$ cat src/rtl/hms_clock.sv
module hms_clock #(
  parameter int unsigned TICK_DIV = 20_000_000
) (
  input  logic       clk,
  input  logic       clr,
  input  logic       run,
  input  logic       min_adj,
  output logic [3:0] hr_tens,
  output logic [3:0] hr_ones,
  output logic [3:0] min_tens,
  output logic [3:0] min_ones,
  output logic [3:0] sec_tens,
  output logic [3:0] sec_ones,
  output logic       chime
);
  localparam int unsigned DW = (TICK_DIV > 1) ? $clog2(TICK_DIV) : 1;
  localparam logic [DW-1:0] DIV_LAST = DW'(TICK_DIV - 1);

  logic [DW-1:0] div_q;
  logic [5:0]    sec_q, min_q;
  logic [4:0]    hr_q;
  logic          adj_q;

  logic tick, adj_pulse, sec_wrap, min_step, min_wrap;
  assign tick      = run && (div_q == DIV_LAST);
  assign adj_pulse = min_adj && !adj_q;
  assign sec_wrap  = tick && (sec_q == 6'd59);
  assign min_step  = min_adj ? adj_pulse : sec_wrap;
  assign min_wrap  = min_step && (min_q == 6'd59);

  always_ff @(posedge clk) begin
    if (clr) begin
      div_q <= '0;
      sec_q <= '0;
      min_q <= '0;
      hr_q  <= '0;
      adj_q <= 1'b0;
    end else begin
      adj_q <= min_adj;
      if (run)      div_q <= tick ? '0 : div_q + 1'b1;
      if (tick)     sec_q <= sec_wrap ? 6'd0 : sec_q + 6'd1;
      if (min_step) min_q <= min_wrap ? 6'd0 : min_q + 6'd1;
      if (min_wrap) hr_q  <= (hr_q == 5'd23) ? 5'd0 : hr_q + 5'd1;
    end
  end

  function automatic logic [7:0] to_bcd(input logic [5:0] v);
    return {4'(v / 6'd10), 4'(v % 6'd10)};
  endfunction

  assign {hr_tens, hr_ones}   = to_bcd({1'b0, hr_q});
  assign {min_tens, min_ones} = to_bcd(min_q);
  assign {sec_tens, sec_ones} = to_bcd(sec_q);

  assign chime = ((min_q == 6'd59) && (sec_q >= 6'd52) && !sec_q[0])
               || ((min_q == 6'd0) && (sec_q == 6'd0));
endmodule

$ cat config.mk
export PLATFORM = sky130hd
export DESIGN_NAME = hms_clock
export DESIGN_NICKNAME = d
export VERILOG_FILES = /design/src/rtl/hms_clock.sv
export SDC_FILE = /design/constraint.sdc
export NUM_CORES = 1
export LEC_CHECK = 0
export ABC_AREA = 0
export BUFFER_PORTS_ARGS = -buffer_cell sky130_fd_sc_hd__clkbuf_2
export CORE_MARGIN = 4
export CORE_UTILIZATION = 40
export DETAILED_ROUTE_END_ITERATION = 8
export GPL_ROUTABILITY_DRIVEN = 1
export SYNTH_ARGS = -nofsm -noshare
export SYNTH_HDL_FRONTEND = slang
export SYNTH_SLANG_ARGS = --single-unit
$ cat constraint.sdc
create_clock -name clk -period 2.65 [get_ports clk]
set_input_delay 0.53 -clock clk [delete_from_list [all_inputs] [get_ports clk]]
set_output_delay 0.53 -clock clk [all_outputs]
set_load 0.01 [all_outputs]
==> results of run 1 <==
==> kinds of logic (layout without fill, tap and decap cells) <==
family	after synthesis	after routing	synth area share [%]
other	1	4	0.123
flip-flops	43	43	28.3
AO/OA/AOI/OAI	70	70	14.4
adder cells (fa/ha/maj)	15	15	6.17
buffers and inverters	48	69	8.39
multiplexers	9	9	3.05
XOR/XNOR	26	26	7.49
AND/OR/NAND/NOR	179	179	32.1
==> layout by cell type, fill, tap and decap left out, types with 3 or more instances in the layout <==
cell type,Yosys,routed
nand4_1,10,10
clkbuf_2,0,21
xnor2_1,20,20
or3_1,8,7
nand3_1,16,16
or4_1,3,3
nand2_1,26,26
o21ai_0,21,20
buf_4,9,16
buf_2,5,3
o22ai_1,3,3
dfxtp_1,43,38
mux2i_1,7,7
nand2b_1,7,7
nor2b_1,8,8
inv_2,0,3
conb_1,1,4
and3_1,5,5
nor3_1,15,14
nand3b_1,5,5
nor2_1,49,49
nor4_1,10,10
xor2_1,6,6
ha_1,15,13
dfxtp_2,0,5
inv_1,21,18
a31oi_1,4,4
clkbuf_8,2,5
a21oi_1,18,18
==> power groups by stage <==
| stage | combinational, mW | clock, mW | sequential (mW) |
|---|---|---|---|
| 6_report | 0.0652 | 0.610 | 0.661 |
| 5_1_grt | 0.0743 | 0.655 | 0.662 |
| 4_1_cts | 0.0659 | 0.626 | 0.660 |
| 3_5_place_dp | 0.0660 | 0 | 0.676 |
| 3_3_place_gp | 0.0640 | 0 | 0.676 |
| 2_1_floorplan | 0.0560 | 0 | 0.673 |
==> sequential cells by signal, summed over array words and instances, names as in the netlist <==
register / cells
sec_q: 6
hr_q: 5
min_q: 6
div_q: 25
adj_q: 1
==> area by class of cell <==
| type | instances | area (um2) | share of cell area, % |
|---|---|---|---|
| timing repair buffer | 40 | 240 | 7.01 |
| clock inverter | 3 | 67.6 | 1.97 |
| sequential | 43 | 867 | 25.3 |
| inverter | 21 | 78.8 | 2.30 |
| multi-input combinational | 303 | 1980 | 57.8 |
| tap | 99 | 124 | 3.61 |
| clock buffer | 5 | 68.8 | 2.01 |
==> layer usage <==
layer | wire length, um | GRT usage, %
met3 | 199 | 2.68
met1 | 3130 | 19.5
met5 | 0 | 0
met4 | 49 | 4.33
met2 | 3040 | 23.9
==> tightest hold or removal path, delay by kind of cell (launching register included) <==
| family | cells | cell delay (ns) |
|---|---|---|
| AOI/OAI and AO/OA | 1 | 0.05 |
| DFF | 1 | 0.36 |
| and+or+nand+nor | 1 | 0.06 |
==> stage by stage <==
stage                     hold WS (ns)  utilization (%)  power (mW)  setup WS, ns
final                            0.513             46.7        1.34        -0.198
after detailed placement         0.523             44.5       0.742       -0.0132
after global placement           0.511             44.5       0.740        0.0206
after floorplan                  0.485                -       0.729        0.0271
after CTS                        0.541             46.5        1.35        -0.253
after global routing             0.548             46.7        1.39        -0.335
==> how the worst min path moves through the flow <==
stage | start | to | slack (ns) | cells past startpoint
finish | min_q[0]$_SDFFE_PP0N_ | min_q[0]$_SDFFE_PP0N_ | 0.51 | 2
global route | min_q[0]$_SDFFE_PP0N_ | min_q[0]$_SDFFE_PP0N_ | 0.55 | 2
CTS | div_q[24]$_SDFFE_PP0P_ | div_q[24]$_SDFFE_PP0P_ | 0.54 | 2
detailed placement | div_q[24]$_SDFFE_PP0P_ | div_q[24]$_SDFFE_PP0P_ | 0.52 | 2
global placement | div_q[24]$_SDFFE_PP0P_ | div_q[24]$_SDFFE_PP0P_ | 0.51 | 2
floorplan | div_q[1]$_SDFFE_PP0P_ | div_q[1]$_SDFFE_PP0P_ | 0.49 | 2
==> timing repair <==
| item | CTS | global route |
|---|---|---|
| endpoints found under the setup margin | 4 | 7 |
| pin swaps | 3 | 1 |
| gates resized for setup | 6 | 9 |
| buffers inserted | 0 | 0 |
==> flow_metrics.env, run 1 <==
export IMPL_dpl_cell_area_mm2=0.00326
export IMPL_power_net_switching_mw=0.284
export IMPL_seqPwrFrac_pct=49.5
export IMPL_final_hold_viol_count=0
export IMPL_fmax_ghz=0.351
export IMPL_io_pins=29
export IMPL_synth_seq_cells=43
export IMPL_path_buf_inv=4
export IMPL_crit_family="compound AO/OA/AOI/OAI gates"
export IMPL_dr_pass1_iters=4
export IMPL_async_flop_share_pct=0
export IMPL_drt_iter0_markers=157
export IMPL_drv_slew=0
export IMPL_cp_endpoint="sec_ones[3]"
export IMPL_switching_share_pct=21.3
export IMPL_ir_drop_mv=0.198
export IMPL_antenna_found_initial=0
export IMPL_portBuffers=24
export IMPL_p_comb_share_pct=4.9
export IMPL_final_cells=514
export IMPL_p_clk_share_pct=45.7
export IMPL_synth_most_common_cell="nor2_1"
export IMPL_h_tree_depth=2
export IMPL_required_ns=2.12
export IMPL_nFillCells=713
export IMPL_synth_area_leaders="dfxtp_1, ha_1, nor2_1"
export IMPL_fin_setup_tns_ns=-0.244
export IMPL_ff2ff_setup_slack_ns=0.50
export IMPL_drc_errors=0
export IMPL_cts_hold_buf=0
export IMPL_gr_total_overflow=0
export IMPL_violations="negative setup slack"
export IMPL_dr_total_vias=2737
export IMPL_synth_top_area_cell="dfxtp_1"
export IMPL_start_kind="register"
export IMPL_clk_path_buf_depth=2
export IMPL_end_kind="output pin"
export IMPL_layout_setup_ws_ns=-0.198
export IMPL_fin_area_mm2=0.00343
export IMPL_fin_skew_ns=0.00874
export IMPL_drtAntennaViolNets=0
export IMPL_worst_r2r_cell_count=6
export IMPL_critical_path_max_stage_delay_ns=0.34
export IMPL_crit_path_top_delay_cell="dfxtp_2"
export IMPL_grt_pass1_wl_um=10800
export IMPL_post_drt_wl_per_cell_um=12.5
export IMPL_place_inst=506
export IMPL_grt_util_all_layers_pct=14.6
export IMPL_die_h_um=95.2
export IMPL_worstPathArrival_ns=2.32
export IMPL_initial_core_util_pct=41.5
export IMPL_wirelength_um=6420
export IMPL_finalCritPeriodShare_pct=107
export IMPL_viasPerCell=5.32
export IMPL_place_gp_congestion=0.817
export IMPL_rows=31
export IMPL_p_int_mw=1.05
export IMPL_syn_cell_area_mm2=0.00304
export IMPL_nets=433
export IMPL_avgSynthCellArea_um2=7.78
export IMPL_die_width_um=95.2
export IMPL_cp_cell_sequence="inv_2 > ha_4 > inv_2 > a211o_1 > a311oi_2 > inv_1 > ha_2 > or3_4 > o21ai_2 > buf_2"
export IMPL_yosysWarnings=0
export IMPL_cts_tree="yes"
export IMPL_rsz0062_at_grt="yes"
export IMPL_hold_class="reg2reg"
export IMPL_dieArea_mm2=0.00906
export IMPL_period_minus_slack_ns=2.85
export IMPL_grt_pass1_vias=2401
export IMPL_antennaDiodeCount=0
export IMPL_cp_num_cells=10
export IMPL_status="complete, but fails checks"
export IMPL_drive_above_1_share_pct=18.3
export IMPL_synth_edf_count=0
export IMPL_synth_top_area_share_pct=28.3
export IMPL_ys_flop_type="dfxtp_1"
export IMPL_clk_latency_ns=0.30
export IMPL_syn_inst=391
export IMPL_cts_buffers=5
export IMPL_cts_root_buffer="clkbuf_8"
export IMPL_cp_max_fo=3
export IMPL_grt_max_degree=23
export IMPL_critPathLaunch="sec_q[3]$_SDFFE_PP0P_"
export IMPL_setup_viol=2
export IMPL_crit_type="reg2out"
export IMPL_hpwl_um=4790
export IMPL_synth_distinct_cells=59
export IMPL_reg2reg_to="min_q[2]$_SDFFE_PP0N_"
export IMPL_powerDensity_mw_per_mm2=390
export IMPL_yosys_top_cells_count="nor2_1, dfxtp_1, nand2_1"
export IMPL_r2r_start="div_q[0]$_SDFFE_PP0P_"
export IMPL_clkTransAtPathRegs_ns=0.09
export IMPL_syn2layout_area_growth_pct=12.7
export IMPL_core_mm2=0.00733
export IMPL_clkSinkCount=43
export IMPL_maxCapViolCount=0
export IMPL_crit_top_cell="inv_2"
export IMPL_ys_seq_area_share_pct=28.3
export IMPL_leakagePower_nw=1.25
(Power assumes the default switching activity.)
==> inputs of run 2 (changes only) <==
--- a/config.mk
+++ b/config.mk
@@ -14,3 +14,4 @@
 export SYNTH_ARGS = -nofsm -noshare
 export SYNTH_HDL_FRONTEND = slang
 export SYNTH_SLANG_ARGS = --single-unit
+export TNS_END_PERCENT = 1
==> run 2 against run 1 <==
Effect of this change: the run still ends with negative setup slack left; count of clock-buffer cells in the layout unchanged; utilization unchanged; hold slack about the same; sequential cell count unchanged; critical path depth unchanged; sequential power about the same; critical path type unchanged; critical endpoint unchanged; largest power group unchanged; highest routed layer unchanged.
==> flow_metrics.env, run 2 (synthesis results as in run 1) <==
export IMPL_place_gp_congestion=0.817
export IMPL_cts_buffers=5
export IMPL_final_hold_viol_count=0
export IMPL_worst_pin_slew_ns=0.495
export IMPL_fmax_ghz=0.351
export IMPL_powerDensity_mw_per_mm2=390
export IMPL_clk_latency_ns=0.30
export IMPL_portBuffers=24
export IMPL_start_kind="register"
export IMPL_wirelength_um=6440
export IMPL_nets=433
export IMPL_worstPathArrival_ns=2.32
export IMPL_rsz0062_at_grt="yes"
export IMPL_period_minus_slack_ns=2.85
export IMPL_regArea_um2=867
export IMPL_drt_iter0_markers=147
export IMPL_drc_errors=0
export IMPL_core_mm2=0.00733
export IMPL_dieArea_mm2=0.00906
export IMPL_setup_viol=2
export IMPL_antennaDiodeCount=0
export IMPL_end_kind="output pin"
export IMPL_r2r_start="div_q[0]$_SDFFE_PP0P_"
export IMPL_drtAntennaViolNets=0
export IMPL_ir_drop_mv=0.198
export IMPL_dpl_cell_area_mm2=0.00326
export IMPL_final_common_cell="nor2_1"
export IMPL_cp_cell_sequence="inv_2 > ha_4 > inv_2 > a211o_1 > a311oi_2 > inv_1 > ha_2 > or3_4 > o21ai_2 > buf_2"
export IMPL_initial_core_util_pct=41.5
export IMPL_violations="negative setup slack"
export IMPL_gr_total_overflow=0
export IMPL_clkTransAtPathRegs_ns=0.09
export IMPL_die_width_um=95.2
export IMPL_cts_tree="yes"
export IMPL_maxCapViolCount=0
export IMPL_viasPerCell=5.35
export IMPL_die_h_um=95.2
export IMPL_critical_path_max_stage_delay_ns=0.34
export IMPL_hpwl_um=4790
export IMPL_nFillCells=713
export IMPL_crit_type="reg2out"
export IMPL_largest_register_ffs=25
export IMPL_hold_class="reg2reg"
export IMPL_dr_pass1_iters=4
export IMPL_layout_setup_ws_ns=-0.196
export IMPL_maxSlewHeadroom_pct=66.8
export IMPL_required_ns=2.12
export IMPL_reg_top3="div_q: 25 flops, min_q: 6 flops, sec_q: 6 flops"
export IMPL_cts_hold_buf=0
export IMPL_syn2layout_area_growth_pct=12.7
export IMPL_hold_path_startpoint="min_q[0]$_SDFFE_PP0N_"
export IMPL_clk_path_buf_depth=2
export IMPL_grt_util_all_layers_pct=14.6
export IMPL_crit_top_cell="inv_2"
export IMPL_clkSinkCount=43
export IMPL_cts_root_buffer="clkbuf_8"
export IMPL_post_drt_wl_per_cell_um=12.5
export IMPL_fin_area_mm2=0.00343
export IMPL_grt_pass1_wl_um=10800
export IMPL_grt_pass1_vias=2401
export IMPL_pre_cts_slack_ns=-0.0132
export IMPL_critPathLaunch="sec_q[3]$_SDFFE_PP0P_"
export IMPL_drv_slew=0
export IMPL_p_total_mw=1.34
export IMPL_finalCritPeriodShare_pct=107
export IMPL_leakagePower_nw=1.25
export IMPL_multi_input_area_mm2=0.00198
export IMPL_io_pins=29
export IMPL_drive_above_1_share_pct=18.3
export IMPL_regMostFlops="div_q"
export IMPL_final_core_util_pct=46.7
export IMPL_rows=31
export IMPL_final_cell_mix="nor2_1, dfxtp_1, nand2_1"
export IMPL_antenna_found_initial=0
export IMPL_crit_path_top_delay_cell="dfxtp_2"
export IMPL_fin_skew_ns=0.00894
export IMPL_fin_setup_tns_ns=-0.241
export IMPL_dr_total_vias=2750
export IMPL_cp_max_fo=3
export IMPL_grt_max_degree=23
export IMPL_status="complete, but fails checks"
export IMPL_h_tree_depth=2
## run 2: final cells by class
class                   instances  area share (%)
well taps                      99            3.61
repair buffers                 40            7.01
flip-flops and latches         43            25.3
inverters                      21            2.30
multi-input cells             303            57.8
clock buffers                   5            2.01
clock inverters                 3            1.97
## run 2: metal layers
metal / share of wire (%) / routed length [um] / track usage, % / vias to the layer above
met5: 0 / 0 / 0 / -
met4: 0.76 / 49 / 4.33 / 0
met3: 3.5 / 225 / 2.68 / 4
met2: 47 / 3040 / 23.9 / 39
met1: 49 / 3130 / 19.5 / 1287
li1: - / - / - / 1420
## run 2: what timing repair did
| action | in CTS | in global routing |
|---|---|---|
| buffers inserted | 0 | 0 |
| endpoints found under the setup margin | 4 | 7 |
| endpoints found under the hold margin | 0 | 0 |
| pin swaps | 3 | 1 |
| resized for setup | 6 | 8 |
## run 2: power by group
| group | switching [mW] | leakage [nW] | internal, mW |
|---|---|---|---|
| sequential | 0.00926 | 0.350 | 0.651 |
| clock | 0.234 | 0.0644 | 0.376 |
| combinational | 0.0413 | 0.838 | 0.0241 |
## run 2: worst max-delay path, delay by kind of cell, from the launching register on
family | cells | cell delay, ns
fa+ha+maj | 2 | 0.44
flops | 1 | 0.34
buf+inv | 4 | 0.31
compound gates | 3 | 0.58
simple gates | 1 | 0.32
## run 2: worst paths after layout
path                           endpoint  slack [ns]  cells after the start
setup / recovery            sec_ones[3]       -0.20                     10
hold reg to reg   min_q[0]$_SDFFE_PP0N_        0.51                      2
hold / removal    min_q[0]$_SDFFE_PP0N_        0.51                      2
setup reg to reg  min_q[2]$_SDFFE_PP0N_        0.50                      6
## run 2: per-stage QoR
stage | hold slack (ns) | std cells
finish | 0.513 | 514
global route | 0.548 | 514
CTS | 0.541 | 514
detailed placement | 0.523 | 506
global placement | 0.511 | 506
floorplan | 0.485 | 394
==> inputs of run 3 (changes only) <==
==> constraint.sdc (replaced) <==
create_clock -name clk -period 2.65 [get_ports clk]
set_input_delay 0.6625 -clock clk [delete_from_list [all_inputs] [get_ports clk]]
set_output_delay 0.6625 -clock clk [all_outputs]
set_load 0.01 [all_outputs]
==> run 3 against run 2 <==
Effect of this change: the flow still finishes with violations (negative setup slack); clock skew up 0.0029 ns; sequential power about the same; register-to-register slack about the same; wire length up 3.4%; final area up 2.0%; count of clock-buffer cells in the layout up 3; non-clock buffer count up 9; critical endpoint unchanged.
==> flow_metrics.env, run 3 (synthesis results as in run 1) <==
export IMPL_switching_share_pct=22.7
export IMPL_drv_slew=0
export IMPL_p_int_mw=0.916
export IMPL_layout_setup_ws_ns=-0.363
export IMPL_drt_iter0_markers=89
export IMPL_clk_path_buf_depth=2
export IMPL_cts_root_buffer="clkbuf_8"
export IMPL_viasPerCell=5.28
export IMPL_period_minus_slack_ns=3.01
export IMPL_power_net_switching_mw=0.269
export IMPL_syn2layout_area_growth_pct=14.9
export IMPL_cts_buffers=5
export IMPL_final_hold_viol_count=0
export IMPL_largest_register_ffs=25
export IMPL_setup_viol=3
export IMPL_fin_skew_ns=0.0118
export IMPL_final_common_cell="nor2_1"
export IMPL_hpwl_um=4850
export IMPL_grt_pass1_vias=2465
export IMPL_rows=31
export IMPL_portBuffers=24
export IMPL_cts_tree="yes"
export IMPL_io_pins=29
export IMPL_p_clk_share_pct=38.4
export IMPL_clkTransAtPathRegs_ns=0.08
export IMPL_hold_class="reg2reg"
export IMPL_fmax_ghz=0.332
export IMPL_initial_core_util_pct=41.5
export IMPL_rsz0062_at_grt="yes"
export IMPL_seqPwrFrac_pct=55.7
export IMPL_powerDensity_mw_per_mm2=339
export IMPL_end_kind="output pin"
export IMPL_drc_errors=0
export IMPL_status="complete, but fails checks"
export IMPL_nFillCells=744
export IMPL_finalCritPeriodShare_pct=114
export IMPL_clk_latency_ns=0.29
export IMPL_crit_type="reg2out"
export IMPL_final_cell_mix="nor2_1, dfxtp_1, nand2_1"
export IMPL_maxCapViolCount=0
export IMPL_nets=442
export IMPL_core_mm2=0.00733
export IMPL_grt_pass1_wl_um=11000
export IMPL_clkSinkCount=43
export IMPL_whs_ns=0.518
export IMPL_dieArea_mm2=0.00906
export IMPL_h_tree_depth=2
export IMPL_drtAntennaViolNets=0
export IMPL_regMostFlops="div_q"
export IMPL_ff2ff_setup_slack_ns=0.50
export IMPL_antennaDiodeCount=0
export IMPL_ir_drop_mv=0.227
export IMPL_p_comb_share_pct=5.8
export IMPL_wirelength_um=6660
export IMPL_final_core_util_pct=47.7
export IMPL_antenna_found_initial=0
export IMPL_die_width_um=95.2
export IMPL_dr_total_vias=2764
export IMPL_post_drt_wl_per_cell_um=12.7
export IMPL_grt_max_degree=23
export IMPL_required_ns=1.99
export IMPL_cp_max_fo=3
export IMPL_drive_above_1_share_pct=21.0
export IMPL_die_h_um=95.2
export IMPL_grt_util_all_layers_pct=14.8
export IMPL_place_gp_congestion=0.835
export IMPL_leakagePower_nw=1.29
export IMPL_dr_pass1_iters=6
export IMPL_start_kind="register"
export IMPL_worstPathArrival_ns=2.35
export IMPL_gr_total_overflow=0
export IMPL_violations="negative setup slack"
export IMPL_reg_top3="div_q: 25 flops, min_q: 6 flops, sec_q: 6 flops"
run 3: final cells by class:
class	instances	area, um2	area share (%)
multi-input cells	303	2000	57.1
flip-flops and latches	43	872	25.0
repair buffers	49	324	9.27
well taps	99	124	3.54
clock buffers	8	100	2.86
inverters	21	78.8	2.26
run 3: routing by layer:
metal / GRT usage [%] / wire, um / share of wire [%] / vias to the layer above
met2: 24.5 / 3080 / 46 / 45
met4: 3.61 / 58 / 0.87 / 0
met5: 0 / 0 / 0 / -
met3: 3.08 / 240 / 3.6 / 6
li1: - / - / - / 1442
met1: 19.7 / 3280 / 49 / 1271
run 3: path summary, 6_finish.rpt:
kind | startpoint | to | depth (start not counted)
max | sec_q[4]$_SDFFE_PP0P_ | sec_ones[3] | 10
max reg2reg | sec_q[3]$_SDFFE_PP0P_ | min_q[2]$_SDFFE_PP0N_ | 7
min reg2reg | min_q[0]$_SDFFE_PP0N_ | min_q[0]$_SDFFE_PP0N_ | 2
min | min_q[0]$_SDFFE_PP0N_ | min_q[0]$_SDFFE_PP0N_ | 2
run 3: power groups by stage:
stage	Combinational (mW)	Clock [mW]	Sequential, mW
after floorplan	0.0560	0	0.673
after global placement	0.0666	0	0.676
after detailed placement	0.0678	0	0.675
after CTS	0.0680	0.467	0.660
after global routing	0.0784	0.490	0.662
final	0.0689	0.456	0.661
run 3: worst max-delay path, stage by stage, from the launching register on:
cell	delay, ns
dfxtp_2	0.34
inv_2	0.05
ha_4	0.27
inv_2	0.03
a211o_1	0.24
a311oi_2	0.32
inv_1	0.11
ha_2	0.19
or3_4	0.32
o21ai_2	0.06
buf_2	0.13
run 3: metrics by stage:
step / instances / setup WS, ns / instance area, um2 / TNS [ns] / power (mW)
CTS: 522 / -0.375 / 3450 / -0.747 / 1.20
global placement: 513 / -0.0532 / 3330 / -0.0532 / 0.742
floorplan: 394 / -0.0119 / 3080 / -0.0119 / 0.729
finish: 523 / -0.363 / 3490 / -0.705 / 1.19
global route: 523 / -0.465 / 3490 / -1.25 / 1.23
detailed placement: 513 / -0.0560 / 3330 / -0.0560 / 0.743
run 3: what timing repair did:
item | 4_1_cts | 5_1_grt
resized for setup | 7 | 13
setup buffers | 1 | 1
hold buffers | 0 | 0
pin swaps | 3 | 1
endpoints found under the setup margin | 7 | 11
